===== config.mk =====
export PLATFORM = sky130hd
export DESIGN_NAME = cec_err_pulse
export DESIGN_NICKNAME = d
export VERILOG_FILES = /design/src/rtl/cec_err_pkg.sv /design/src/rtl/cec_bus_sync.sv /design/src/rtl/cec_pulse_timer.sv /design/src/rtl/cec_err_pulse.sv
export SDC_FILE = /design/constraint.sdc
export NUM_CORES = 1
export LEC_CHECK = 0
export BUFFER_PORTS_ARGS = -buffer_cell sky130_fd_sc_hd__buf_2
export CAP_MARGIN = 30
export CORE_UTILIZATION = 57
export DETAILED_ROUTE_END_ITERATION = 7
export PLACE_DENSITY_LB_ADDON = 0.12
export SETUP_SLACK_MARGIN = 0.2
export SLEW_MARGIN = 20
export SYNTH_ARGS = -nofsm -noshare
export SYNTH_HDL_FRONTEND = slang
export SYNTH_SLANG_ARGS = --single-unit

===== constraint.sdc =====
create_clock -name clk_i -period 2.5 [get_ports clk_i]
set_input_delay 0.25 -clock clk_i [delete_from_list [all_inputs] [get_ports clk_i]]
set_output_delay 0.25 -clock clk_i [all_outputs]
set_load 0.01 [all_outputs]

===== src/rtl/cec_err_pkg.sv =====
package cec_err_pkg;
  typedef enum logic [1:0] {
    ST_IDLE  = 2'd0,
    ST_WAIT  = 2'd1,
    ST_DRIVE = 2'd2,
    ST_TAIL  = 2'd3
  } pulse_state_e;

  // whole cycles for a pulse of us_len microseconds at clk_hz
  function automatic int unsigned pulse_ticks(int unsigned clk_hz, int unsigned us_len);
    return ((clk_hz / 1000) * us_len) / 1000;
  endfunction
endpackage


===== src/rtl/cec_bus_sync.sv =====
module cec_bus_sync #(
  parameter int unsigned STAGES = 2
) (
  input  logic clk_i,
  input  logic rst_ni,
  input  logic bus_i,
  input  logic clr_i,
  output logic rise_o,
  output logic edge_flag_o
);
  logic [STAGES:0] sh_q;
  logic            flag_q;
  logic            any_edge;

  always_ff @(posedge clk_i or negedge rst_ni) begin
    if (!rst_ni) sh_q <= '1;
    else         sh_q <= {sh_q[STAGES-1:0], bus_i};
  end

  assign rise_o   = sh_q[STAGES-1] & ~sh_q[STAGES];
  assign any_edge = sh_q[STAGES-1] ^ sh_q[STAGES];

  always_ff @(posedge clk_i or negedge rst_ni) begin
    if (!rst_ni)       flag_q <= 1'b0;
    else if (any_edge) flag_q <= 1'b1;   // set wins over clear
    else if (clr_i)    flag_q <= 1'b0;
  end

  assign edge_flag_o = flag_q;

  AST_FLAG_CLEAR: assert property (@(posedge clk_i) disable iff (!rst_ni)
    clr_i && !any_edge |=> !edge_flag_o);
  AST_FLAG_SET: assert property (@(posedge clk_i) disable iff (!rst_ni)
    any_edge |=> edge_flag_o);
endmodule


===== src/rtl/cec_pulse_timer.sv =====
module cec_pulse_timer #(
  parameter int unsigned TICKS = 180000
) (
  input  logic clk_i,
  input  logic rst_ni,
  input  logic load_i,
  input  logic run_i,
  output logic done_o
);
  localparam int unsigned CW = $clog2(TICKS + 1);
  logic [CW-1:0] cnt_q;

  always_ff @(posedge clk_i or negedge rst_ni) begin
    if (!rst_ni)                      cnt_q <= '0;
    else if (load_i)                  cnt_q <= CW'(TICKS - 1);
    else if (run_i && cnt_q != '0)    cnt_q <= cnt_q - 1'b1;
  end

  assign done_o = (cnt_q == '0);

  AST_TIMER_STEP: assert property (@(posedge clk_i) disable iff (!rst_ni)
    run_i && !load_i && cnt_q != '0 |=> cnt_q == $past(cnt_q) - 1'b1);
  AST_TIMER_LOAD: assert property (@(posedge clk_i) disable iff (!rst_ni)
    load_i |=> cnt_q == CW'(TICKS - 1));
endmodule


===== src/rtl/cec_err_pulse.sv =====
module cec_err_pulse
  import cec_err_pkg::*;
#(
  parameter int unsigned CLK_HZ      = 50_000_000,
  parameter int unsigned PULSE_US    = 3600,
  parameter int unsigned SYNC_STAGES = 2
) (
  input  logic clk_i,
  input  logic rst_ni,
  input  logic rx_en_i,
  input  logic err_pulse_en_i,
  input  logic wait_rise_i,
  input  logic rx_busy_i,
  input  logic bit_err_i,
  input  logic bus_i,
  input  logic edge_clr_i,
  output logic pull_low_o,
  output logic busy_o,
  output logic edge_flag_o
);
  localparam int unsigned TICKS = pulse_ticks(CLK_HZ, PULSE_US);

  pulse_state_e state_q, state_d;
  logic en_q, en_rise, both_en, trigger;
  logic bus_rise, tmr_done, tmr_load, pull_q;

  cec_bus_sync #(.STAGES(SYNC_STAGES)) u_sync (
    .clk_i      (clk_i),
    .rst_ni     (rst_ni),
    .bus_i      (bus_i),
    .clr_i      (edge_clr_i),
    .rise_o     (bus_rise),
    .edge_flag_o(edge_flag_o)
  );

  always_ff @(posedge clk_i or negedge rst_ni) begin
    if (!rst_ni) en_q <= 1'b0;
    else         en_q <= err_pulse_en_i;
  end

  assign en_rise = err_pulse_en_i & ~en_q;
  assign both_en = rx_en_i & err_pulse_en_i;
  assign trigger = both_en & (bit_err_i | (en_rise & ~rx_busy_i));

  always_comb begin
    state_d = state_q;
    unique case (state_q)
      ST_IDLE:  if (trigger) state_d = wait_rise_i ? ST_WAIT : ST_DRIVE;
      ST_WAIT:  if (!both_en) state_d = ST_IDLE;
                else if (bus_rise) state_d = ST_DRIVE;
      ST_DRIVE: if (tmr_done) state_d = ST_TAIL;
      ST_TAIL:  state_d = ST_IDLE;
      default:  state_d = ST_IDLE;
    endcase
  end

  assign tmr_load = (state_q != ST_DRIVE) && (state_d == ST_DRIVE);

  cec_pulse_timer #(.TICKS(TICKS)) u_timer (
    .clk_i (clk_i),
    .rst_ni(rst_ni),
    .load_i(tmr_load),
    .run_i (state_q == ST_DRIVE),
    .done_o(tmr_done)
  );

  always_ff @(posedge clk_i or negedge rst_ni) begin
    if (!rst_ni) begin
      state_q <= ST_IDLE;
      pull_q  <= 1'b0;
    end else begin
      state_q <= state_d;
      pull_q  <= (state_d == ST_DRIVE);
    end
  end

  assign pull_low_o = pull_q;
  assign busy_o     = (state_q != ST_IDLE);

  AST_START_NEEDS_EN: assert property (@(posedge clk_i) disable iff (!rst_ni)
    $rose(pull_low_o) |-> $past(rx_en_i) && $past(err_pulse_en_i));
  AST_DRIVE_IS_BUSY: assert property (@(posedge clk_i) disable iff (!rst_ni)
    pull_low_o |-> busy_o);
  AST_TAIL_BUSY: assert property (@(posedge clk_i) disable iff (!rst_ni)
    $fell(pull_low_o) |-> busy_o);
  AST_WAIT_ON_RISE: assert property (@(posedge clk_i) disable iff (!rst_ni)
    $rose(pull_low_o) && $past(state_q == ST_WAIT) |-> $past(bus_rise));
  AST_NO_RESTART: assert property (@(posedge clk_i) disable iff (!rst_ni)
    state_q == ST_DRIVE && !tmr_done |=> pull_low_o);
endmodule


== Yosys cells after proc, flatten, opt, wreduce, memory -nomap -nowiden ==
Cells that the tools add are included.
Storage, ports and cells
  flip-flop bits (word level): 26
Cells by class
  $add $sub $neg: 1
  equal/unequal tests: 5
  multiplexer cells: 10
  bitwise operators: 10
  reduce and logical (&&, ||, !) cells: 8
Operators by type and width (count)
  $mux 18: 2
  $logic_not 18->1: 1
  $reduce_bool 18->1: 1
  $sub 18x1->18 const B: 1
  $mux 2: 5
  $pmux 2 s4: 1
  $eq 2x2->1 const B: 3
  $reduce_bool 2->1: 3
  $and 1x1->1: 5
  $not 1->1: 3
  $eq 2x1->1 const B: 1
  $logic_and 1x1->1: 2
  $logic_not 2->1: 1
  $mux 1: 2
  $ne 2x2->1 const B: 1
  $or 1x1->1: 1
  $xor 1x1->1: 1

== Depth between registers and ports, before layout ==
  depth in word-level cells: 10
  mapped depth: 9
  gate-level depth less buffers: 7

== Cells and area by module ==
From an unflattened synthesis, not the netlist that was laid out.
Second synthesis, totals
  cells, all modules: 150
  area, all modules: 1436.4 um^2
By module, submodules not included
  cec_pulse_timer: instances 1, cells an instance 122, area an instance 1089.8 um^2
  cec_err_pulse: instances 1, cells an instance 20, area an instance 214.0 um^2
  cec_bus_sync: instances 1, cells an instance 8, area an instance 132.6 um^2

== Least setup slack after synthesis ==
No wires, ideal clock.
  path kind: register to register
  from: register u_timer.cnt_q[9]
  to: register u_timer.cnt_q[0]
  library setup time: 118 ps
  arrival time: 1847 ps
  required time: 2382 ps
  path slack: 535 ps
  cell stages (with the launch flop): 7
  path buffers: 1
  clock period less this slack: 1965 ps
  cell sequence: dfrtp_1 > or4_4 > nor4b_4 > buf_6 > nand2_4 > o211a_4 > a21o_1
Between the ends
  word-level cells in the longest chain between the ends: 6
RTL lines
  from (decl): line cec_pulse_timer.sv:11  | logic [CW-1:0] cnt_q;
  from (signal assigned): line cec_pulse_timer.sv:15  | else if (load_i) cnt_q <= CW'(TICKS - 1);
  from (signal assigned): line cec_pulse_timer.sv:16  | else if (run_i && cnt_q != '0) cnt_q <= cnt_q - 1'b1;
  $logic_not 18->1: line cec_pulse_timer.sv:19  | assign done_o = (cnt_q == '0);
  $mux 2: line cec_err_pulse.sv:51  | ST_DRIVE: if (tmr_done) state_d = ST_TAIL;
  $pmux 2 s4: line cec_err_pulse.sv:47  | unique case (state_q)
  $eq 2x2->1: line cec_err_pulse.sv:57  | assign tmr_load = (state_q != ST_DRIVE) && (state_d == ST_DRIVE);
  $logic_and 1x1->1: line cec_err_pulse.sv:57
  $mux 18 or $reduce_bool 2->1 (tied branches)
Parallel ways exist; a longest one is shown, timed or not.
A chain may end at the register's enable or synchronous reset.

== Worst setup path after layout ==
  from: register u_timer.cnt_q[9]
  to: register u_timer.cnt_q[10]
Between the ends
  word-level cells in the longest chain between the ends: 6
RTL lines
  parallel branches: the longest is 6 deep, another holds $sub 18x1->18
Several ways; the timed one is not identified. The select of a mux whose other input is x is not followed.

==> impl_metrics.json <==
{
  "synthCells": 127,
  "worstPathArrival_ns": 2.27,
  "critPathMaxFanout": 8,
  "drtIter0Drc": 24,
  "setup_tns_ns": 0,
  "rrSetupSlack_ns": 0.44,
  "grt_pass1_wl_um": 4440,
  "port_buffers": 11,
  "tightest_slew_ns": 0.554,
  "placementRows": 17,
  "holdPathEnd": "en_q",
  "syn2layout_area_growth_pct": 11.3,
  "hold_path_class": "in2reg",
  "dpl.hpwl_um": 1740,
  "antenna_found_initial": 0,
  "reg2reg_from": "u_timer.cnt_q[9]",
  "power_density_nw_per_um2": 709,
  "cts.sinks": 26,
  "die_w_um": 50.2,
  "grt_setup_unrepaired": "no",
  "finalCritPeriodShare_pct": 82.5,
  "syn_area_per_cell_um2": 10.4,
  "core-area_um2": 2190,
  "reg2reg_depth": 6,
  "ant_nets": 0,
  "post-cts-setup-buffer-count": 0,
  "grt_overflow": 0,
  "syn_area_um2": 1320,
  "max_stage_delay_ns": 0.58,
  "place_congestion": 0.838,
  "synth_warnings": 0,
  "synth.yosys.seq_area_share_pct": 49.4,
  "r2r-end": "u_timer.cnt_q[10]",
  "syn_nets": 139,
  "path_delay_family": "simple AND/OR/NAND/NOR gates",
  "drt-wirelength-per-cell_um": 14.2,
  "floorplan.initialDensity_pct": 60.4,
  "vias_per_cell": 6.02,
  "synth_cell_types": 38,
  "min_period_ns": 2.06,
  "num_io_pins": 12,
  "grt_max_degree": 27,
  "slowest_stage": "or4_4",
  "path_cells": "or4_4 -> nor4b_4 -> buf_4 -> nor4_1 -> xnor2_1 -> nand2_1",
  "drc": 0,
  "firstDrtPassIters": 4,
  "ys_ff_latch": 26,
  "antenna_cells": 0,
  "clk_pin_slew_worst_paths_ns": 0.14,
  "tritoncts": "built",
  "layout_common_cells": "23 x dfrtp_1, 12 x nand2_1, 11 x buf_2",
  "cp_num_buf_inv": 1,
  "max_freq_ghz": 0.485,
  "n_fill_cell": 166,
  "cts.path.max_buffers": 2,
  "total_power_uw": 1050,
  "setup_violations": 0,
  "final_hold_viol_count": 0,
  "clkLatencyLatePin_ns": 0.33,
  "cts_max_level": 1,
  "ir_drop_mv": 0.576,
  "drive_gt1_share_pct": 20.8,
  "hp-start": "err_pulse_en_i",
  "skew_ns": 0.00368,
  "num_vias": 1035,
  "timing.max_cap.violations": 0,
  "critPathRequiredTime_ns": 2.71,
  "slew_headroom_pct": 63.1,
  "die_y_um": 50.2,
  "worstSetupStartpointType": "flip-flop",
  "nets": 157,
  "status": "completed",
  "p_leak_uw": 0.000591,
  "ff_latch_area_um2": 654,
  "cp-end-kind": "flip-flop",
  "grt_pass1_vias": 1034,
  "tritoncts.num_buffers": 3,
  "routed_wl_um": 2440,
  "path_class": "reg2reg",
  "track_usage_pct": 23.6,
  "die_area_um2": 2520,
  "whs_path_depth": 1,
  "multi_input_area_um2": 624,
  "cts_root_buf": "clkbuf_4",
  "mostFrequentLayoutCell": "dfrtp_1",
  "maxSlewViolCount": 0
}
[where the power goes]
part | switching [uW] | total, uW | internal (uW)
clock network | 125 | 215 | 89.3
logic | 133 | 250 | 117
registers | 83.6 | 581 | 497
total | 342 | 1050 | 703
[how the worst max path moves through the flow]
stage	depth (start not counted)	slack, ns	startpoint	to
after floorplan	6	0.54	u_timer.cnt_q[9]	u_timer.cnt_q[0]
after global placement	6	0.52	u_timer.cnt_q[9]	u_timer.cnt_q[15]
after detailed placement	6	0.49	u_timer.cnt_q[9]	u_timer.cnt_q[10]
after CTS	6	0.46	u_timer.cnt_q[9]	u_timer.cnt_q[10]
after global routing	6	0.30	u_timer.cnt_q[9]	u_timer.cnt_q[2]
final	6	0.44	u_timer.cnt_q[9]	u_timer.cnt_q[10]
[metrics by stage]
| stage | utilization (%) | hold WS, ns | cells | setup WS [ns] | area, um^2 |
|---|---|---|---|---|---|
| after global routing | 67.3 | 0.0193 | 172 | 0.303 | 1470 |
| after CTS | 66.8 | 0.00330 | 171 | 0.460 | 1460 |
| final | 67.3 | 0.0305 | 172 | 0.437 | 1470 |
| after global placement | 64.7 | 0.266 | 166 | 0.518 | 1420 |
| after detailed placement | 64.7 | 0.274 | 166 | 0.487 | 1420 |
| after floorplan | - | -0.0456 | 127 | 0.535 | 1320 |
[routing by layer]
layer,vias up,GRT usage (%),part of all wire [%]
li1,496,-,-
met1,501,29.2,44
met2,31,39.8,49
met3,7,3.64,4.3
met4,0,11.9,2.5
met5,-,0,0
[cell families (layout without fill, tap and decap cells)]
logic type / count (synthesis) / count (layout) / share of synthesized area, %
buffers and inverters: 9 / 26 / 3.40
AOI/OAI and AO/OA: 22 / 22 / 12.0
adders and majority gates: 3 / 3 / 2.84
DFF: 26 / 26 / 49.4
xor gates and xnor gates: 9 / 9 / 5.95
and+or+nand+nor: 58 / 58 / 26.4
[worst reg2reg max path: stages, from the launching register on]
cell and delay, ns:
dfrtp_1 0.45, or4_4 0.58, nor4b_4 0.38, buf_4 0.22, nor4_1 0.07, xnor2_1 0.16, nand2_1 0.08
[synthesized netlist by cell type]
master / n / area share, %
dfrtp_1: 23 / 43
nand2_1: 12 / 3.4
xnor2_1: 9 / 6.0
nand3_1: 7 / 2.6
nor2_1: 7 / 2.0
o21ai_0: 7 / 2.6
nor4_1: 6 / 2.8
or3_1: 6 / 2.8
inv_1: 5 / 1.4
nor3_1: 5 / 1.9
dfstp_2: 3 / 6.0
ha_1: 3 / 2.8
a211oi_1: 2 / 1.1
a21oi_1: 2 / 0.76
a2bb2oi_1: 2 / 1.3
clkbuf_1: 2 / 0.57
nand2b_1: 2 / 0.95
nand4_1: 2 / 0.95
o311ai_0: 2 / 1.3
or4_4: 2 / 1.7
a211o_1: 1 / 0.66
a21o_1: 1 / 0.57
a31oi_1: 1 / 0.47
and3b_1: 1 / 0.66
buf_4: 1 / 0.57
buf_6: 1 / 0.85
nand2_4: 1 / 0.85
nor2b_1: 1 / 0.47
nor3_2: 1 / 0.76
nor4_2: 1 / 0.95
nor4b_1: 1 / 0.66
nor4b_4: 1 / 1.8
o211a_4: 1 / 1.3
o21bai_1: 1 / 0.57
o31ai_1: 1 / 0.57
o41ai_1: 1 / 0.66
or2_2: 1 / 0.47
or4_1: 1 / 0.57
[state kept, by name, indices dropped and copies added, names as in the netlist]
name	cells
u_timer.cnt_q	18
u_sync.sh_q	3
state_q	2
en_q	1
pull_low_o	1
u_sync.edge_flag_o	1
[area by class of cell]
cell class                 count  area share [%]
inverter                       5            1.27
timing repair buffer          17            7.13
clock buffer                   4            2.46
sequential                    26            44.4
multi-input combinational     92            42.4
tap                           28            2.38
[timing repair]
action,in CTS,in global routing
resized for setup,0,0
hold endpoints to repair,23,1
hold buffers,1,1
endpoints found under the setup margin,0,0
Note: power is estimated with default switching activity, not from simulation.
